--- config.mk ---
export PLATFORM = sky130hd
export DESIGN_NAME = adc_engine_regs
export DESIGN_NICKNAME = d
export VERILOG_FILES = /design/src/rtl/adc_regs_pkg.sv /design/src/rtl/adc_window_cmp.sv /design/src/rtl/adc_pair_unit.sv /design/src/rtl/adc_engine_regs.sv
export SDC_FILE = /design/constraint.sdc
export NUM_CORES = 2
export LEC_CHECK = 0
export CAP_MARGIN = 15
export CORE_MARGIN = 2
export CORE_UTILIZATION = 59
export CTS_CLUSTER_SIZE = 20
export DETAILED_ROUTE_END_ITERATION = 8
export DONT_BUFFER_PORTS = 1
export GPL_TIMING_DRIVEN = 0
export PLACE_DENSITY = 0.78
export SLEW_MARGIN = 0
export SYNTH_ARGS = -nofsm -noshare
export SYNTH_HDL_FRONTEND = slang
export SYNTH_SLANG_ARGS = --single-unit
export TNS_END_PERCENT = 5
--- constraint.sdc ---
create_clock -name clk_i -period 3.6 [get_ports clk_i]
set_clock_uncertainty 0.2 [all_clocks]
set_input_delay 0.54 -clock clk_i [delete_from_list [all_inputs] [get_ports clk_i]]
set_output_delay 0.54 -clock clk_i [all_outputs]
set_load 0.05 [all_outputs]
--- src/rtl/adc_regs_pkg.sv ---
package adc_regs_pkg;
  localparam int VAL_W = 10;
  localparam int STEP_LO = 5;
  localparam int STEP_HI = 7;

  localparam logic [5:0] IDX_CTRL  = 6'd0;
  localparam logic [5:0] IDX_INTC  = 6'd1;
  localparam logic [5:0] IDX_DET   = 6'd2;
  localparam logic [5:0] IDX_CLK   = 6'd3;
  localparam logic [5:0] IDX_DATA0 = 6'd4;
  localparam logic [5:0] IDX_BND0  = 6'd12;
  localparam logic [5:0] IDX_HYS0  = 6'd28;
  localparam logic [5:0] IDX_SRC   = 6'd48;
  localparam logic [5:0] IDX_TRIM  = 6'd49;

  localparam logic [31:0] MSK_HYS  = 32'h83FF_03FF;
  localparam logic [31:0] MSK_SRC  = 32'h0000_FFFF;
  localparam logic [31:0] MSK_TRIM = 32'h0000_000F;
  localparam logic [31:0] RST_DET  = 32'h0000_000F;
  localparam logic [31:0] RST_CLK  = 32'h0000_000F;

  typedef struct packed {
    logic [VAL_W-1:0] hi;
    logic [VAL_W-1:0] lo;
  } pair_t;

  function automatic logic [31:0] pack_pair(pair_t p);
    return {{(16-VAL_W){1'b0}}, p.hi, {(16-VAL_W){1'b0}}, p.lo};
  endfunction

  function automatic pair_t unpack_pair(logic [31:0] w);
    pair_t p;
    p.lo = w[VAL_W-1:0];
    p.hi = w[16+VAL_W-1:16];
    return p;
  endfunction
endpackage

--- src/rtl/adc_window_cmp.sv ---
module adc_window_cmp #(
  parameter int W = 10
) (
  input  logic [W-1:0] val_i,
  input  logic [W-1:0] lo_i,
  input  logic [W-1:0] hi_i,
  output logic         out_o
);
  assign out_o = (val_i < lo_i) || (val_i > hi_i);
endmodule

--- src/rtl/adc_pair_unit.sv ---
module adc_pair_unit
  import adc_regs_pkg::*;
#(
  parameter int STEP_L = STEP_LO,
  parameter int STEP_H = STEP_HI
) (
  input  pair_t cur_i,
  input  pair_t bnd_even_i,
  input  pair_t bnd_odd_i,
  output pair_t nxt_o,
  output logic  trip_o
);
  logic out_even, out_odd;

  // fields wrap naturally at VAL_W bits
  assign nxt_o.lo = cur_i.lo + VAL_W'(STEP_L);
  assign nxt_o.hi = cur_i.hi + VAL_W'(STEP_H);

  adc_window_cmp #(.W(VAL_W)) u_cmp_even (
    .val_i(nxt_o.lo), .lo_i(bnd_even_i.lo), .hi_i(bnd_even_i.hi), .out_o(out_even)
  );
  adc_window_cmp #(.W(VAL_W)) u_cmp_odd (
    .val_i(nxt_o.hi), .lo_i(bnd_odd_i.lo), .hi_i(bnd_odd_i.hi), .out_o(out_odd)
  );

  assign trip_o = out_even | out_odd;
endmodule

--- src/rtl/adc_engine_regs.sv ---
module adc_engine_regs
  import adc_regs_pkg::*;
#(
  parameter int NUM_CH = 16
) (
  input  logic        clk_i,
  input  logic        rst_ni,
  input  logic        req_i,
  input  logic        we_i,
  input  logic        half_i,
  input  logic [7:0]  addr_i,
  input  logic [31:0] wdata_i,
  output logic [31:0] rdata_o,
  output logic        irq_o
);
  localparam int NUM_PAIR = NUM_CH / 2;
  localparam int PW = $clog2(NUM_PAIR);
  localparam int CW = $clog2(NUM_CH);

  logic [31:0] ctrl_q, intc_q, det_q, clk_q;
  logic [15:0] src_q;
  logic [3:0]  trim_q;
  pair_t       data_q [NUM_PAIR];
  pair_t       bnd_q  [NUM_CH];
  logic [31:0] hys_q  [NUM_CH];

  pair_t       nxt    [NUM_PAIR];
  logic [NUM_PAIR-1:0] trip;

  logic [5:0]  idx, off_d, off_b, off_h;
  logic        sel_data, sel_bnd, sel_hys;
  logic [PW-1:0] psel;
  logic [CW-1:0] bsel, hsel;
  logic [31:0] rd_val, ctrl_wr;

  assign idx   = addr_i[7:2];
  assign off_d = idx - IDX_DATA0;
  assign off_b = idx - IDX_BND0;
  assign off_h = idx - IDX_HYS0;
  assign sel_data = (idx >= IDX_DATA0) && (off_d < 6'(NUM_PAIR));
  assign sel_bnd  = (idx >= IDX_BND0)  && (off_b < 6'(NUM_CH));
  assign sel_hys  = (idx >= IDX_HYS0)  && (off_h < 6'(NUM_CH));
  assign psel = off_d[PW-1:0];
  assign bsel = off_b[CW-1:0];
  assign hsel = off_h[CW-1:0];

  // init-done mirrors enable, auto-compensation always cleared
  assign ctrl_wr = {wdata_i[31:9], wdata_i[0], wdata_i[7:6], 1'b0, wdata_i[4:0]};

  for (genvar p = 0; p < NUM_PAIR; p++) begin : g_pair
    adc_pair_unit u_pair (
      .cur_i     (data_q[p]),
      .bnd_even_i(bnd_q[2*p]),
      .bnd_odd_i (bnd_q[2*p+1]),
      .nxt_o     (nxt[p]),
      .trip_o    (trip[p])
    );
  end

  always_comb begin
    rd_val = '0;
    if (idx == IDX_CTRL)      rd_val = ctrl_q;
    else if (idx == IDX_INTC) rd_val = intc_q;
    else if (idx == IDX_DET)  rd_val = det_q;
    else if (idx == IDX_CLK)  rd_val = clk_q;
    else if (idx == IDX_SRC)  rd_val = {16'b0, src_q};
    else if (idx == IDX_TRIM) rd_val = {28'b0, trim_q};
    else if (sel_data) begin
      rd_val = pack_pair(data_q[psel]);
      if (half_i) rd_val = addr_i[1] ? {16'b0, rd_val[31:16]} : {16'b0, rd_val[15:0]};
    end
    else if (sel_bnd)  rd_val = pack_pair(bnd_q[bsel]);
    else if (sel_hys)  rd_val = hys_q[hsel];
  end

  always_ff @(posedge clk_i or negedge rst_ni) begin
    if (!rst_ni) begin
      ctrl_q  <= '0;
      intc_q  <= '0;
      det_q   <= RST_DET;
      clk_q   <= RST_CLK;
      src_q   <= '0;
      trim_q  <= '0;
      rdata_o <= '0;
      for (int i = 0; i < NUM_PAIR; i++) data_q[i] <= '0;
      for (int i = 0; i < NUM_CH; i++) begin
        bnd_q[i] <= '0;
        hys_q[i] <= '0;
      end
    end else if (req_i) begin
      if (we_i) begin
        if (idx == IDX_CTRL)      ctrl_q <= ctrl_wr;
        else if (idx == IDX_INTC) intc_q <= wdata_i;
        else if (idx == IDX_DET)  det_q  <= wdata_i;
        else if (idx == IDX_CLK)  clk_q  <= wdata_i;
        else if (idx == IDX_SRC)  src_q  <= wdata_i[15:0] & MSK_SRC[15:0];
        else if (idx == IDX_TRIM) trim_q <= wdata_i[3:0] & MSK_TRIM[3:0];
        else if (sel_data) data_q[psel] <= unpack_pair(wdata_i);
        else if (sel_bnd)  bnd_q[bsel]  <= unpack_pair(wdata_i);
        else if (sel_hys)  hys_q[hsel]  <= wdata_i & MSK_HYS;
      end else begin
        rdata_o <= rd_val;
        if (sel_data) begin
          data_q[psel] <= nxt[psel];
          if (trip[psel]) intc_q[psel] <= 1'b1;
        end
      end
    end
  end

  assign irq_o = |intc_q[7:0];
endmodule

==> metrics <==
DRT antenna net count 0; Worst Hold Path Cells 3; Ys Warns 0; Util after Layout 69.36%; Power, Total 36,050 uW; FP Rows 112; GPL Wtd Cong 1.095; PD cells 554.4 nW/um^2; Worst Path Required 3.98 ns; reg-to-reg slack, setup -0.25 ns; setup TNS -2.652 ns; Vias 43,437; RSZ-0062 raised after global routing true; maximum vdd drop 0.3723 mV; synthesized area 55,990 sq um; crit path cell chain buf_4 > nor3_4 > buf_4 > nor2_1 > xor2_4 > ha_4 > and4_4 > nand4_1 > a2111oi_4 > a2111oi_4 > nor3_2 > buf_4 > o22ai_1; result of the run finished with violations; CTS Buf Count 105; number of cells on the worst reg-to-reg path 13; DRC Markers 0; Fillers 6,478; most frequent cells in the layout dfrtp_1, mux2_1, inv_1, nand2_1, ha_1; dpl ws -2.341 ns; worst hold path class input port to flop; DPL Wire Length 166.6 mm; vias in the first global route 42,048; prevailing post-synth register cell dfrtp_1; Die Span Y 312.0 microns; Ports 78; syn_nets 4,961; Fin. Hold Viols 0; Clock Tree Buf Depth 3; area of the multi-input gates 30,710 sq um; Hold Path Sink intc_q[7]; Post-synth EDFFs 0; first-pass GRT wire length 312.0 mm; Clk Latency, worst-skew pair 0.74 ns; Area growth, synth to finish 16.14%; Slew headroom 9.490%; initial core utilization 59.72%; FF+latch count, synth 994; Iteration-0 DRC Markers 6,350; asr flop ratio synth 100.0%; cell count after synthesis 4,590; synth unique cells 77; CP Class flop to flop; pin count of the biggest net entering global routing 995; Reg clk slew, reported paths 0.06 ns; die area 97,370 sq um; max-slew violations 0; Worst Slack Setup Final -0.2478 ns; width of the die 312.0 microns; IO buf count 0; CP Capture Type flop; Final Setup Violations 46; core area 93,750 sq um; TritonCTS clock tree yes; WL final 225.0 mm; min-delay src req_i; WP data arrival 4.22 ns; R2R Path Start data_q[91]; largest stage delay on the critical path 0.68 ns; Final Critical Period 3.848 ns; fin crit share 106.9%; Worst-Margin Slew 1.358 ns; critical path launch point type flop; failing checks negative setup slack; Crit-path slowest cell a2111oi_4; crit-path max FO 4; Fin Hold WS 0.07856 ns; critical register-to-register path endpoint intc_q[0]; Max Fclk 259.9 MHz; TritonRoute pass-1 iters 6; layout cell share with drive strength beyond 1 27.31%; drt wl/cell 36.44 microns; Final #Nets 5,193; sequential share of the synthesized area 44.45%; initial antenna violation count 17; via/cell ratio 7.034; register area 24,940 sq um; Max Cap Viol 0; gr ovfl total 0; commonest non-fill, non-tap cell in the layout dfrtp_1; clk sinks 994; Syn Area/Cell 12.20 sq um; CP dominant cell by count buf_4; P_leak 0.03033 uW; H-tree lvl count 3; GRT Total Usage 45.83%; CTS Root Cell clkbuf_16
==> area by class of cell <==
type	count	share of cell area, %
diodes	10	0.03848
plain buffers	303	2.526
clock buffers	154	4.695
clock inverters	42	0.7966
inverters	355	2.063
multi-input cells	2938	47.22
flip-flops and latches	994	38.36
well taps	1254	2.413
repair buffers	125	1.884
==> logic make-up after synthesis <==
logic type | synth area share, %
AO/OA/AOI/OAI | 6.707
XOR/XNOR | 2.018
adder cells (fa/ha/maj) | 7.286
buffers and inverters | 4.845
flip-flops | 44.45
multiplexers | 28.39
AND/OR/NAND/NOR | 6.305
==> where the power goes <==
group          leakage (uW)  switching (uW)  internal (uW)  total (uW)
combinational        0.0153            6350           4490       10800
sequential           0.0133            1490          12300       13800
clock               0.00175            4940           6480       11400
==> registers in the layout (all words and copies together), names as in the netlist <==
| register | count |
|---|---|
| hys_q | 336 |
| bnd_q | 320 |
| data_q | 160 |
| clk_q | 32 |
| det_q | 32 |
| intc_q | 32 |
| rdata_o | 32 |
| ctrl_q | 30 |
| src_q | 16 |
| trim_q | 4 |
==> layer usage <==
layer  vias up  GRT usage (%)  wire length (microns)
li1      17148              -                      -
met3       784          18.94                  31340
met1     22348          59.19                  82700
met5         -         0.9188                    287
met2      3131          63.91                  93470
met4        26          29.00                  17200
==> worst max-delay path: cells and delay by family (launching register included) <==
kind	cells	cell delay [ns]
AOI/OAI and AO/OA	3	0.91
xor gates and xnor gates	1	0.18
adders and majority gates	1	0.29
buffers and inverters	3	0.52
DFF	1	0.39
and+or+nand+nor	5	1.21
==> through the flow <==
stage	cells	cell area [sq um]
after floorplan	4590	56000
after global placement	5844	57570
after detailed placement	5851	57650
after CTS	6098	63390
after global routing	6165	65000
final	6175	65020
==> Yosys cell counts, types with 89 or more instances <==
cell type / count / area, sq um
a21oi_1: 138 / 690.7
buf_2: 110 / 550.5
clkbuf_1: 139 / 521.8
dfrtp_1: 986 / 24670
ha_1: 326 / 4079
inv_1: 353 / 1325
mux2_1: 560 / 6306
mux2_2: 281 / 3164
mux4_2: 280 / 6306
nand2_1: 333 / 1250
nor2_1: 172 / 645.6
o21ai_0: 141 / 705.7
xnor2_1: 89 / 779.5
==> how the worst max path moves through the flow <==
stage	start	endpoint	cells past startpoint
floorplan	addr_i[4]	hys_q[320]	13
global placement	addr_i[4]	intc_q[5]	13
detailed placement	addr_i[4]	data_q[71]	13
CTS	data_q[110]	intc_q[0]	14
global route	data_q[90]	intc_q[2]	14
finish	data_q[91]	intc_q[0]	13
==> timing repair <==
| action | in CTS | in global routing |
|---|---|---|
| hold endpoints to repair | 1045 | 198 |
| resized for setup | 305 | 218 |
| setup buffers | 39 | 59 |
| endpoints found under the setup margin | 987 | 482 |
| pin swaps | 31 | 67 |
| hold buffers | 12 | 4 |
Power figures use the tool's default switching activity.
